<file path="config.mk">
export PLATFORM = sky130hd
export DESIGN_NAME = sec_rtc
export DESIGN_NICKNAME = d
export VERILOG_FILES = /design/src/rtl/rtc_pkg.sv /design/src/rtl/rtc_prescaler.sv /design/src/rtl/rtc_wr_pipe.sv /design/src/rtl/rtc_regs.sv /design/src/rtl/sec_rtc.sv
export SDC_FILE = /design/constraint.sdc
export NUM_CORES = 1
export LEC_CHECK = 0
export ABC_AREA = 1
export BUFFER_PORTS_ARGS = -buffer_cell sky130_fd_sc_hd__buf_2
export CELL_PAD_IN_SITES_DETAIL_PLACEMENT = 0
export CELL_PAD_IN_SITES_GLOBAL_PLACEMENT = 1
export CORE_ASPECT_RATIO = 1.5
export CORE_MARGIN = 10
export CORE_UTILIZATION = 23
export CTS_BUF_LIST = sky130_fd_sc_hd__clkbuf_16
export DETAILED_ROUTE_END_ITERATION = 8
export GPL_TIMING_DRIVEN = 1
export HOLD_SLACK_MARGIN = 0.12
export PLACE_DENSITY = 0.55
export SLEW_MARGIN = 30
export SYNTH_ARGS = -nofsm -noshare
export SYNTH_HDL_FRONTEND = slang
export SYNTH_SLANG_ARGS = --single-unit
</file>
<file path="constraint.sdc">
create_clock -name clk -period 8.1 [get_ports clk]
set_clock_uncertainty 0.05 [all_clocks]
set_input_delay 1.215 -clock clk [delete_from_list [all_inputs] [get_ports clk]]
set_output_delay 1.215 -clock clk [all_outputs]
set_load 0.01 [all_outputs]
</file>
<file path="src/rtl/rtc_pkg.sv">
package rtc_pkg;

    localparam int RTC_AW = 6;
    localparam int RTC_DW = 32;

    localparam logic [RTC_AW-1:0] OFF_CTRL  = 6'h00;
    localparam logic [RTC_AW-1:0] OFF_SECS  = 6'h04;
    localparam logic [RTC_AW-1:0] OFF_ALARM = 6'h08;
    localparam logic [RTC_AW-1:0] OFF_HIB   = 6'h20;
    localparam logic [RTC_AW-1:0] OFF_SCR   = 6'h34;

    localparam int B_RDY  = 7;
    localparam int B_HZ   = 6;
    localparam int B_HZIE = 5;
    localparam int B_AF   = 4;
    localparam int B_AFIE = 3;
    localparam int B_AE   = 2;
    localparam int B_EN   = 0;

    typedef struct packed {
        logic en;
        logic ae;
        logic af_ie;
        logic af;
        logic hz_ie;
        logic hz;
    } ctrl_t;

    typedef struct packed {
        logic [RTC_AW-1:0] addr;
        logic [RTC_DW-1:0] data;
    } wr_req_t;

    function automatic ctrl_t merge_ctrl(ctrl_t cur, logic [RTC_DW-1:0] w);
        ctrl_t n;
        n.en    = w[B_EN];
        n.ae    = w[B_AE];
        n.af_ie = w[B_AFIE];
        n.hz_ie = w[B_HZIE];
        n.af    = cur.af & w[B_AF];
        n.hz    = cur.hz & w[B_HZ];
        return n;
    endfunction

    function automatic logic [RTC_DW-1:0] pack_ctrl(ctrl_t c, logic rdy);
        logic [RTC_DW-1:0] v;
        v         = '0;
        v[B_RDY]  = rdy;
        v[B_HZ]   = c.hz;
        v[B_HZIE] = c.hz_ie;
        v[B_AF]   = c.af;
        v[B_AFIE] = c.af_ie;
        v[B_AE]   = c.ae;
        v[B_EN]   = c.en;
        return v;
    endfunction

endpackage

</file>
<file path="src/rtl/rtc_prescaler.sv">
module rtc_prescaler #(
    parameter int DIV = 32768
) (
    input  logic clk,
    input  logic rst,
    input  logic run,
    input  logic slow_tick,
    output logic sec_tick
);
    generate
        if (DIV <= 1) begin : g_direct
            assign sec_tick = run && slow_tick;
        end else begin : g_count
            localparam int CW = $clog2(DIV);
            localparam logic [CW-1:0] LAST = CW'(DIV - 1);
            logic [CW-1:0] cnt;

            assign sec_tick = run && slow_tick && (cnt == LAST);

            always_ff @(posedge clk) begin
                if (rst || !run) begin
                    cnt <= '0;
                end else if (slow_tick) begin
                    cnt <= (cnt == LAST) ? '0 : cnt + CW'(1);
                end
            end

            AST_PRESCALE_IDLE: assert property (@(posedge clk) disable iff (rst)
                !run |=> cnt == '0);
        end
    endgenerate
endmodule

</file>
<file path="src/rtl/rtc_wr_pipe.sv">
module rtc_wr_pipe
    import rtc_pkg::*;
#(
    parameter int LAT = 4
) (
    input  logic    clk,
    input  logic    rst,
    input  logic    slow_tick,
    input  logic    req_v,
    input  wr_req_t req,
    output logic    ready,
    output logic    commit_v,
    output wr_req_t commit
);
    localparam int CW = $clog2(LAT + 1);

    logic          pending;
    logic [CW-1:0] cnt;
    wr_req_t       held;

    assign ready    = !pending;
    assign commit   = held;
    assign commit_v = pending && slow_tick && (cnt == CW'(1));

    always_ff @(posedge clk) begin
        if (rst) begin
            pending <= 1'b0;
            cnt     <= '0;
            held    <= '0;
        end else if (!pending) begin
            if (req_v) begin
                pending <= 1'b1;
                cnt     <= CW'(LAT);
                held    <= req;
            end
        end else if (slow_tick) begin
            cnt <= cnt - CW'(1);
            if (cnt == CW'(1)) begin
                pending <= 1'b0;
            end
        end
    end

    AST_READY_DROPS: assert property (@(posedge clk) disable iff (rst)
        req_v && ready |=> !ready);
    AST_BUSY_DROPS_WRITE: assert property (@(posedge clk) disable iff (rst)
        req_v && !ready |=> $stable(held));
    AST_READY_AFTER_COMMIT: assert property (@(posedge clk) disable iff (rst)
        commit_v |=> ready);
endmodule

</file>
<file path="src/rtl/rtc_regs.sv">
module rtc_regs
    import rtc_pkg::*;
(
    input  logic              clk,
    input  logic              rst,
    input  logic              commit_v,
    input  wr_req_t           commit,
    input  logic              sec_tick,
    output ctrl_t             ctrl,
    output logic [RTC_DW-1:0] secs,
    output logic [RTC_DW-1:0] alarm,
    output logic [RTC_DW-1:0] scratch,
    output logic              hib_pulse
);
    logic  wr_ctrl, wr_secs, wr_alarm, wr_scr, wr_hib;
    logic  alarm_hit;
    ctrl_t ctrl_nxt;

    assign wr_ctrl  = commit_v && (commit.addr == OFF_CTRL);
    assign wr_secs  = commit_v && (commit.addr == OFF_SECS);
    assign wr_alarm = commit_v && (commit.addr == OFF_ALARM);
    assign wr_scr   = commit_v && (commit.addr == OFF_SCR);
    assign wr_hib   = commit_v && (commit.addr == OFF_HIB);

    assign alarm_hit = ctrl.ae && (secs == alarm);

    always_comb begin
        ctrl_nxt = ctrl;
        if (wr_ctrl) begin
            ctrl_nxt = merge_ctrl(ctrl, commit.data);
        end
        if (sec_tick) begin
            ctrl_nxt.hz = 1'b1;
        end
        if (alarm_hit) begin
            ctrl_nxt.af = 1'b1;
        end
    end

    always_ff @(posedge clk) begin
        if (rst) begin
            ctrl      <= '0;
            secs      <= '0;
            alarm     <= '0;
            hib_pulse <= 1'b0;
        end else begin
            ctrl      <= ctrl_nxt;
            hib_pulse <= wr_hib && commit.data[0];
            if (wr_secs) begin
                secs <= commit.data;
            end else if (sec_tick) begin
                secs <= secs + RTC_DW'(1);
            end
            if (wr_alarm) begin
                alarm <= commit.data;
            end
        end
    end

    // scratchpad survives the block reset on purpose
    always_ff @(posedge clk) begin
        if (wr_scr) begin
            scratch <= commit.data;
        end
    end

    AST_HZ_FROM_TICK: assert property (@(posedge clk) disable iff (rst)
        $rose(ctrl.hz) |-> $past(sec_tick));
    AST_SEC_STEP: assert property (@(posedge clk) disable iff (rst)
        sec_tick && !wr_secs |=> secs == $past(secs) + 32'd1);
    AST_SEC_HOLD: assert property (@(posedge clk) disable iff (rst)
        !sec_tick && !wr_secs |=> $stable(secs));
    AST_AF_GATED: assert property (@(posedge clk) disable iff (rst)
        $rose(ctrl.af) |-> $past(ctrl.ae));
    AST_FLAG_KEPT: assert property (@(posedge clk) disable iff (rst)
        wr_ctrl && commit.data[B_HZ] && ctrl.hz |=> ctrl.hz);
    AST_HIB_SINGLE: assert property (@(posedge clk) disable iff (rst)
        hib_pulse |=> !hib_pulse);
endmodule

</file>
<file path="src/rtl/sec_rtc.sv">
module sec_rtc
    import rtc_pkg::*;
#(
    parameter int DIV    = 32768,
    parameter int WR_LAT = 4
) (
    input  logic              clk,
    input  logic              rst,
    input  logic              slow_tick,
    input  logic [RTC_AW-1:0] bus_addr,
    input  logic              bus_wr,
    input  logic [RTC_DW-1:0] bus_wdata,
    output logic [RTC_DW-1:0] bus_rdata,
    output logic              irq_o,
    output logic              hib_o
);
    wr_req_t           req, commit;
    logic              ready, commit_v, sec_tick;
    ctrl_t             ctrl;
    logic [RTC_DW-1:0] secs, alarm, scratch;

    assign req.addr = bus_addr;
    assign req.data = bus_wdata;

    rtc_wr_pipe #(.LAT(WR_LAT)) u_pipe (
        .clk(clk), .rst(rst), .slow_tick(slow_tick),
        .req_v(bus_wr), .req(req),
        .ready(ready), .commit_v(commit_v), .commit(commit)
    );

    rtc_prescaler #(.DIV(DIV)) u_pre (
        .clk(clk), .rst(rst), .run(ctrl.en),
        .slow_tick(slow_tick), .sec_tick(sec_tick)
    );

    rtc_regs u_regs (
        .clk(clk), .rst(rst),
        .commit_v(commit_v), .commit(commit), .sec_tick(sec_tick),
        .ctrl(ctrl), .secs(secs), .alarm(alarm),
        .scratch(scratch), .hib_pulse(hib_o)
    );

    always_comb begin
        case (bus_addr)
            OFF_CTRL:  bus_rdata = pack_ctrl(ctrl, ready);
            OFF_SECS:  bus_rdata = secs;
            OFF_ALARM: bus_rdata = alarm;
            OFF_SCR:   bus_rdata = scratch;
            default:   bus_rdata = '0;
        endcase
    end

    assign irq_o = (ctrl.hz && ctrl.hz_ie) || (ctrl.af && ctrl.af_ie);

    AST_IRQ_HAS_SOURCE: assert property (@(posedge clk) disable iff (rst)
        irq_o |-> (bus_addr != OFF_CTRL) || bus_rdata[B_HZ] || bus_rdata[B_AF]);
endmodule

</file>
==> reports/qor.csv, run 1 <==
stage,metric,value,unit
drt,drt_iter0_markers,494,
synthesis,synth_edf_count,32,
synthesis,synth_top_area_share,31.5,%
global_routing,grt_max_degree,82,
power,pwr-share-seq,47.6,%
die,rows,84,
timing,tightest_slew,1.01,ns
worst_setup_path,cp.arrival,3.72,ns
drt,post_drt_wl_per_cell,19.0,µm
place,dpl.hpwl,23900,µm
synthesis,ys_types,40,
worst_setup_path,worstPathRequired,6.84,ns
worst_setup_path,critPathKind,in2out,
synthesis,yosys-top-cells-area,"dfxtp_1, nand2_1, edfxtp_1",
worst_setup_path,reg2reg_slack,5.40,ns
worst_setup_path,crit_buf_inv,5,
timing,timing.final.crit_period,4.98,ns
synthesis,synth_most_common_cell,nand2_1,
synthesis,synth_top_area_cell,dfxtp_1,
synthesis,syn_area,8120,µm²
min_path,hold_depth,0,
power,pwr-share-clk,47.9,%
synthesis,synth_common_cells,"nand2_1, nor2_1, dfxtp_1, inv_1, o21ai_0",
clock_tree,clock_latency,0.45,ns
synthesis,syn_nets,1199,
timing,tns,0,ns
clock_tree,tritoncts,yes,
cells_and_area,fillers,3886,
drt,vias,7710,
cells_and_area,areaGrowthSynthToFinish,17.3,%
clock_tree,cts-resized-gates,0,
power,p_sw,0.444,mW
worst_setup_path,reg2reg_depth,11,
worst_setup_path,critical_path.endpoint,bus_rdata[24],
die,die_h,250,µm
power,p_int,1.34,mW
synthesis,synthCells,1153,
drt,wl,32100,µm
worst_setup_path,reg2reg_to,u_regs.secs[18],
synthesis,async_flop_share,0,%
die,io_pins,76,
clock_tree,clock_path_buffers,2,
cells_and_area,final_util,27.2,%
clock_tree,cts_made_buffers,17,
worst_setup_path,path_max_fanout,14,
clock_tree,path_clk_slew,0.07,ns
place,io_buffers,75,
global_routing,grt_overflow,0,
cells_and_area,drive_gt1_share,12.1,%
die,coreArea,35000,µm²
timing,rsz0062_at_grt,false,
status,outcome,"complete, no violations",
synthesis,postSynthAreaPerCell,7.04,µm²
die,fp.dieW,173,µm
worst_setup_path,worst-path-stages,9,
synthesis,yosysWarnings,0,
drt,ant_nets,0,
drt,avgViaCountPerCell,4.56,
power,powerDensity,188,nW/µm²
timing,fin_crit_sh,61.5,%
flow_run,drv_cap,0,
global_routing,first_global_vias,7617,
worst_setup_path,worstPathCellList,buf_2 > or2_2 > inv_1 > nand4_1 > buf_4 > inv_1 > nand2_1 > o211ai_1 > buf_2,
global_routing,track_usage,14.6,%
timing,slew_headroom,32.2,%
timing,fmax,201,MHz
worst_setup_path,slowest_delay,0.77,ns
clock_tree,postCtsSetupRepairBufs,0,
cells_and_area,nets,1252,
synthesis,synth-main-ff-cell,dfxtp_1,
global_routing,antenna_found_initial,0,
worst_setup_path,r2r-start,u_pipe.cnt[1],
place,gp_congestion,0.837,
global_routing,grt_pass1_wl,48000,µm
cells_and_area,antenna_cells,0,
clock_tree,cts.sinks,160,
timing,setup_viol,0,
drt,route.detailed.drc,0,
clock_tree,cts_root_buf,clkbuf_16,
timing,report.final.slew_viol_count,0,
worst_setup_path,startpoint_type,input port,
synthesis,ys_seq_area_share,43.4,%
power,p_leak,3.55,nW
power,ir_worst_vdd,0.140,mV
die,start_util,23.2,%
clock_tree,holdBufCountCts,0,
drt,firstDrtPassIters,5,
min_path,hold_path.class,reg2reg,
worst_setup_path,crit_slowest_cell,nand4_1,
die,die_area,43400,µm²
power,p_comb_share,4.5,%
worst_setup_path,critPathLaunch,bus_addr[4],
worst_setup_path,crit_family,simple AND/OR/NAND/NOR gates,
clock_tree,h-tree-depth,4,
power,netSwitchingFraction,24.8,%
timing,finalHoldViolations,0,
worst_setup_path,endpoint_kind,output pin,
synthesis,ys_ff_latch,160,
==> how the worst min path moves through the flow <==
stage | startpoint | to
2_1_floorplan | u_pipe.commit[12] | u_regs.scratch[12]
3_5_place_dp | u_pipe.commit[14] | u_regs.scratch[14]
6_report | u_pipe.commit[14] | u_regs.scratch[14]
3_3_place_gp | u_pipe.commit[14] | u_regs.scratch[14]
4_1_cts | u_pipe.commit[14] | u_regs.scratch[14]
5_1_grt | u_pipe.commit[14] | u_regs.scratch[14]
==> power groups by stage <==
stage	sequential, mW	combinational [mW]	clock [mW]
3_5_place_dp	0.870	0.0827	0
6_report	0.852	0.0805	0.856
4_1_cts	0.852	0.0829	0.883
2_1_floorplan	0.858	0.0515	0
5_1_grt	0.853	0.0923	0.907
3_3_place_gp	0.869	0.0821	0
==> cells by family after synthesis <==
family	after synthesis	synth area share (%)
flops	160	43.4
buf+inv	161	8.18
xor+xnor	18	1.94
simple gates	585	30.3
fa+ha+maj	4	0.616
compound gates	225	15.6
==> area by class of cell <==
class | instances | area, µm² | share of cell area [%]
Clock inverter | 15 | 185 | 1.94
Inverter | 113 | 424 | 4.45
Timing Repair Buffer | 82 | 428 | 4.49
Clock buffer | 17 | 425 | 4.47
Tap cell | 473 | 592 | 6.21
Sequential cell | 160 | 3520 | 37.0
Multi-Input combinational cell | 832 | 3950 | 41.4
==> layer usage <==
layer	vias to the layer above	global-route usage, %	routed length [µm]
met2	143	27.0	16900
met5	-	0	0
met3	52	2.21	849
met1	3642	15.8	13200
met4	0	7.41	1220
li1	3873	-	-
==> flip-flops by register name, summed over array words and instances (netlist names) <==
register,count
u_pipe.cnt,3
u_regs.ctrl,6
u_regs.secs,32
u_regs.scratch,32
u_pipe.commit,38
u_regs.hib_pulse,1
u_pipe.pending,1
u_regs.alarm,32
u_pre.g_count.cnt,15
==> metrics by stage <==
step	cell area [µm²]	power, mW	instances	hold WS, ns	setup WS (ns)
6_report	9520	1.79	1692	0.383	3.12
5_1_grt	9520	1.85	1692	0.389	3.08
3_3_place_gp	8910	0.951	1660	0.361	3.15
3_5_place_dp	8910	0.952	1660	0.365	3.17
4_1_cts	9520	1.82	1692	0.382	3.17
2_1_floorplan	8120	0.910	1153	0.358	2.87
==> placed cells by master (no fill, tap or decap), types with 15 or more instances in the layout <==
cell       instances
o21ai_0           94
nor2_1           172
a21oi_1           76
o221ai_1          18
edfxtp_1          32
nand2_1          302
clkbuf_16         17
o211ai_1          15
inv_1            104
buf_2             75
nand3_1           65
dfxtp_1          128
Note: power is estimated with default switching activity, not from simulation.
==> run 2: changes to the inputs <==
--- a/config.mk
+++ b/config.mk
@@ -5,7 +5,7 @@
 export SDC_FILE = /design/constraint.sdc
 export NUM_CORES = 1
 export LEC_CHECK = 0
-export ABC_AREA = 1
+export ABC_AREA = 0
 export BUFFER_PORTS_ARGS = -buffer_cell sky130_fd_sc_hd__buf_2
 export CELL_PAD_IN_SITES_DETAIL_PLACEMENT = 0
 export CELL_PAD_IN_SITES_GLOBAL_PLACEMENT = 1
==> constraint.sdc (replaced) <==
create_clock -name clk -period 4.05 [get_ports clk]
set_clock_uncertainty 0.05 [all_clocks]
set_input_delay 0.6075 -clock clk [delete_from_list [all_inputs] [get_ports clk]]
set_output_delay 0.6075 -clock clk [all_outputs]
set_load 0.01 [all_outputs]
==> reports/qor.csv, run 2 <==
stage,metric,value,unit,change
clock_tree,cts_made_buffers,17,,unchanged
place,io_buffers,75,,unchanged
place,dpl.hpwl,17100,µm,-28%
cells_and_area,drive_gt1_share,14.2,%,+2.1 points
power,ir_worst_vdd,0.272,mV,+95%
clock_tree,h-tree-depth,4,,unchanged
drt,avgViaCountPerCell,4.83,,+6.0%
clock_tree,cts-resized-gates,0,,unchanged
timing,slew_headroom,43.0,%,+11 points
worst_setup_path,r2r-start,u_pre.g_count.cnt[8],,
drt,ant_nets,0,,unchanged
cells_and_area,nets,918,,-27%
die,die_area,40500,µm²,-6.8%
cells_and_area,fillers,3545,,-8.8%
synthesis,yosys-top-cells-area,"dfxtp_1, edfxtp_1, nand2_1",,
timing,rsz0062_at_grt,false,,
synthesis,synth_common_cells,"dfxtp_1, nand2_1, nor2_1, a21oi_1",,
drt,drt_iter0_markers,406,,-18%
synthesis,synth_top_area_cell,dfxtp_1,,
worst_setup_path,critPathLaunch,bus_addr[0],,
synthesis,synth_edf_count,32,,unchanged
global_routing,first_global_vias,6358,,-17%
cells_and_area,final_common_cell,dfxtp_1,,
power,p_leak,3.56,nW,+0.39%
min_path,min-delay-start,bus_wdata[20],,
place,gp_congestion,0.771,,-7.9%
synthesis,synth_top_area_share,34.1,%,+2.6 points
synthesis,yosysWarnings,0,,unchanged
clock_tree,holdBufCountCts,0,,unchanged
clock_tree,cts.sinks,160,,unchanged
die,coreArea,32400,µm²,-7.3%
drt,post_drt_wl_per_cell,18.5,µm,-2.3%
clock_tree,tritoncts,yes,,
synthesis,syn_nets,876,,-27%
synthesis,async_flop_share,0,%,unchanged
worst_setup_path,cp.arrival,2.10,ns,-1.62 ns
clock_tree,cts_root_buf,clkbuf_16,,
power,p_total,3.32,mW,+86%
drt,vias,6277,,-19%
worst_setup_path,endpoint_kind,output pin,,
synthesis,postSynthAreaPerCell,9.05,µm²,+29%
clock_tree,path_clk_slew,0.06,ns,about the same
min_path,hold_path.class,in2reg,,
global_routing,grt_max_degree,75,,-8.5%
cells_and_area,final_util,27.1,%,-0.15 points
synthesis,ys_types,54,,+35%
clock_tree,clock_latency,0.44,ns,about the same
worst_setup_path,worstPathRequired,3.39,ns,-3.45 ns
drt,firstDrtPassIters,5,,unchanged
die,io_pins,76,,unchanged
synthesis,synthCells,830,,-28%
clock_tree,postCtsSetupRepairBufs,0,,unchanged
timing,setup_viol,0,,unchanged
synthesis,synth_most_common_cell,dfxtp_1,,
synthesis,synth-main-ff-cell,dfxtp_1,,
drt,route.detailed.drc,0,,unchanged
die,rows,81,,-3.6%
global_routing,grt_pass1_wl,37300,µm,-22%
timing,tightest_slew,0.854,ns,-0.160 ns
global_routing,grt_overflow,0,,unchanged
cells_and_area,areaGrowthSynthToFinish,16.8,%,
status,outcome,"complete, no violations",,
clock_tree,clock_path_buffers,2,,unchanged
timing,report.final.slew_viol_count,0,,unchanged
drt,wl,24100,µm,-25%
worst_setup_path,path_max_fanout,32,,+18
worst_setup_path,critPathKind,in2out,,
die,fp.dieW,168,µm,-3.4%
synthesis,ys_seq_area_share,46.9,%,+3.5 points
timing,fmax,363,MHz,
worst_setup_path,startpoint_type,input port,,
die,start_util,23.2,%,-0.038 points
power,powerDensity,378,nW/µm²,+100%
timing,tns,0,ns,unchanged
cells_and_area,largest_reg_flops,38,,unchanged
synthesis,ys_ff_latch,160,,unchanged
cells_and_area,antenna_cells,0,,unchanged
die,die_h,241,µm,-3.5%
timing,fin_crit_sh,68.0,%,
global_routing,antenna_found_initial,0,,unchanged
flow_run,drv_cap,0,,unchanged
cells_and_area,final_cell_mix,"dfxtp_1, nand2_1, nor2_1",,
timing,finalHoldViolations,0,,unchanged
global_routing,track_usage,11.8,%,-2.8 points
timing,timing.final.crit_period,2.76,ns,
synthesis,syn_area,7510,µm²,-7.5%
run 2: cell count changes after synthesis, sizes merged, moves of 32 or more:
cell / change
a222oi: +32
inv: -72
mux2i: +38
nand2: -192
nand3: -47
nor2: -93
o21ai: -88
run 2: cell families (layout without fill, tap and decap cells):
logic type	count (synthesis)	in the layout	synth area share (%)
compound gates	147	147	13.9
xor+xnor	53	53	6.18
fa+ha+maj	4	4	0.666
mux	38	38	5.06
buf+inv	100	155	6.08
flops	160	160	46.9
simple gates	328	328	21.3
run 2: path summary, 6_finish.rpt:
kind / slack (ns) / depth (start not counted) / endpoint
max reg2reg: 1.39 / 5 / u_regs.secs[30]
max: 1.29 / 8 / bus_rdata[7]
min reg2reg: 0.40 / 2 / u_pipe.commit[32]
min: 0.35 / 3 / u_pipe.commit[20]
run 2: layout make-up:
| cell class | count | area (µm²) | area share (%) |
|---|---|---|---|
| clock buffers | 20 | 500 | 5.70 |
| clock inverters | 12 | 50.0 | 0.570 |
| inverters | 38 | 143 | 1.62 |
| multi-input cells | 570 | 3560 | 40.5 |
| flip-flops and latches | 160 | 3520 | 40.1 |
| well taps | 415 | 519 | 5.92 |
| repair buffers | 85 | 485 | 5.53 |
run 2: critical path, stage by stage:
cell and delay, ns:
buf_2 0.11, nor3_1 0.22, nand2_1 0.13, nor3_2 0.11
buf_4 0.40, a222oi_1 0.15, o21ai_0 0.16, buf_2 0.18
run 2: through the flow:
stage | hold WS [ns] | setup WS (ns) | std cells | instance area [µm²]
2_1_floorplan | 0.381 | 1.08 | 830 | 7510
3_3_place_gp | 0.390 | 1.26 | 1267 | 8200
3_5_place_dp | 0.396 | 1.22 | 1268 | 8230
4_1_cts | 0.323 | 1.26 | 1300 | 8780
5_1_grt | 0.342 | 1.11 | 1300 | 8780
6_report | 0.351 | 1.29 | 1300 | 8780
run 2: per-layer routing:
layer	vias up	routed length, µm	GRT usage, %
li1	3068	-	-
met1	3070	9440	12.1
met2	112	13300	22.9
met3	27	799	2.44
met4	0	526	4.71
met5	-	0	0
run 2: power by group:
part | internal, mW | leakage (nW) | switching [mW]
Combinational | 0.0492 | 1.92 | 0.0815
Sequential | 1.65 | 1.35 | 0.0314
Clock | 0.870 | 0.295 | 0.640
Total | 2.57 | 3.56 | 0.753
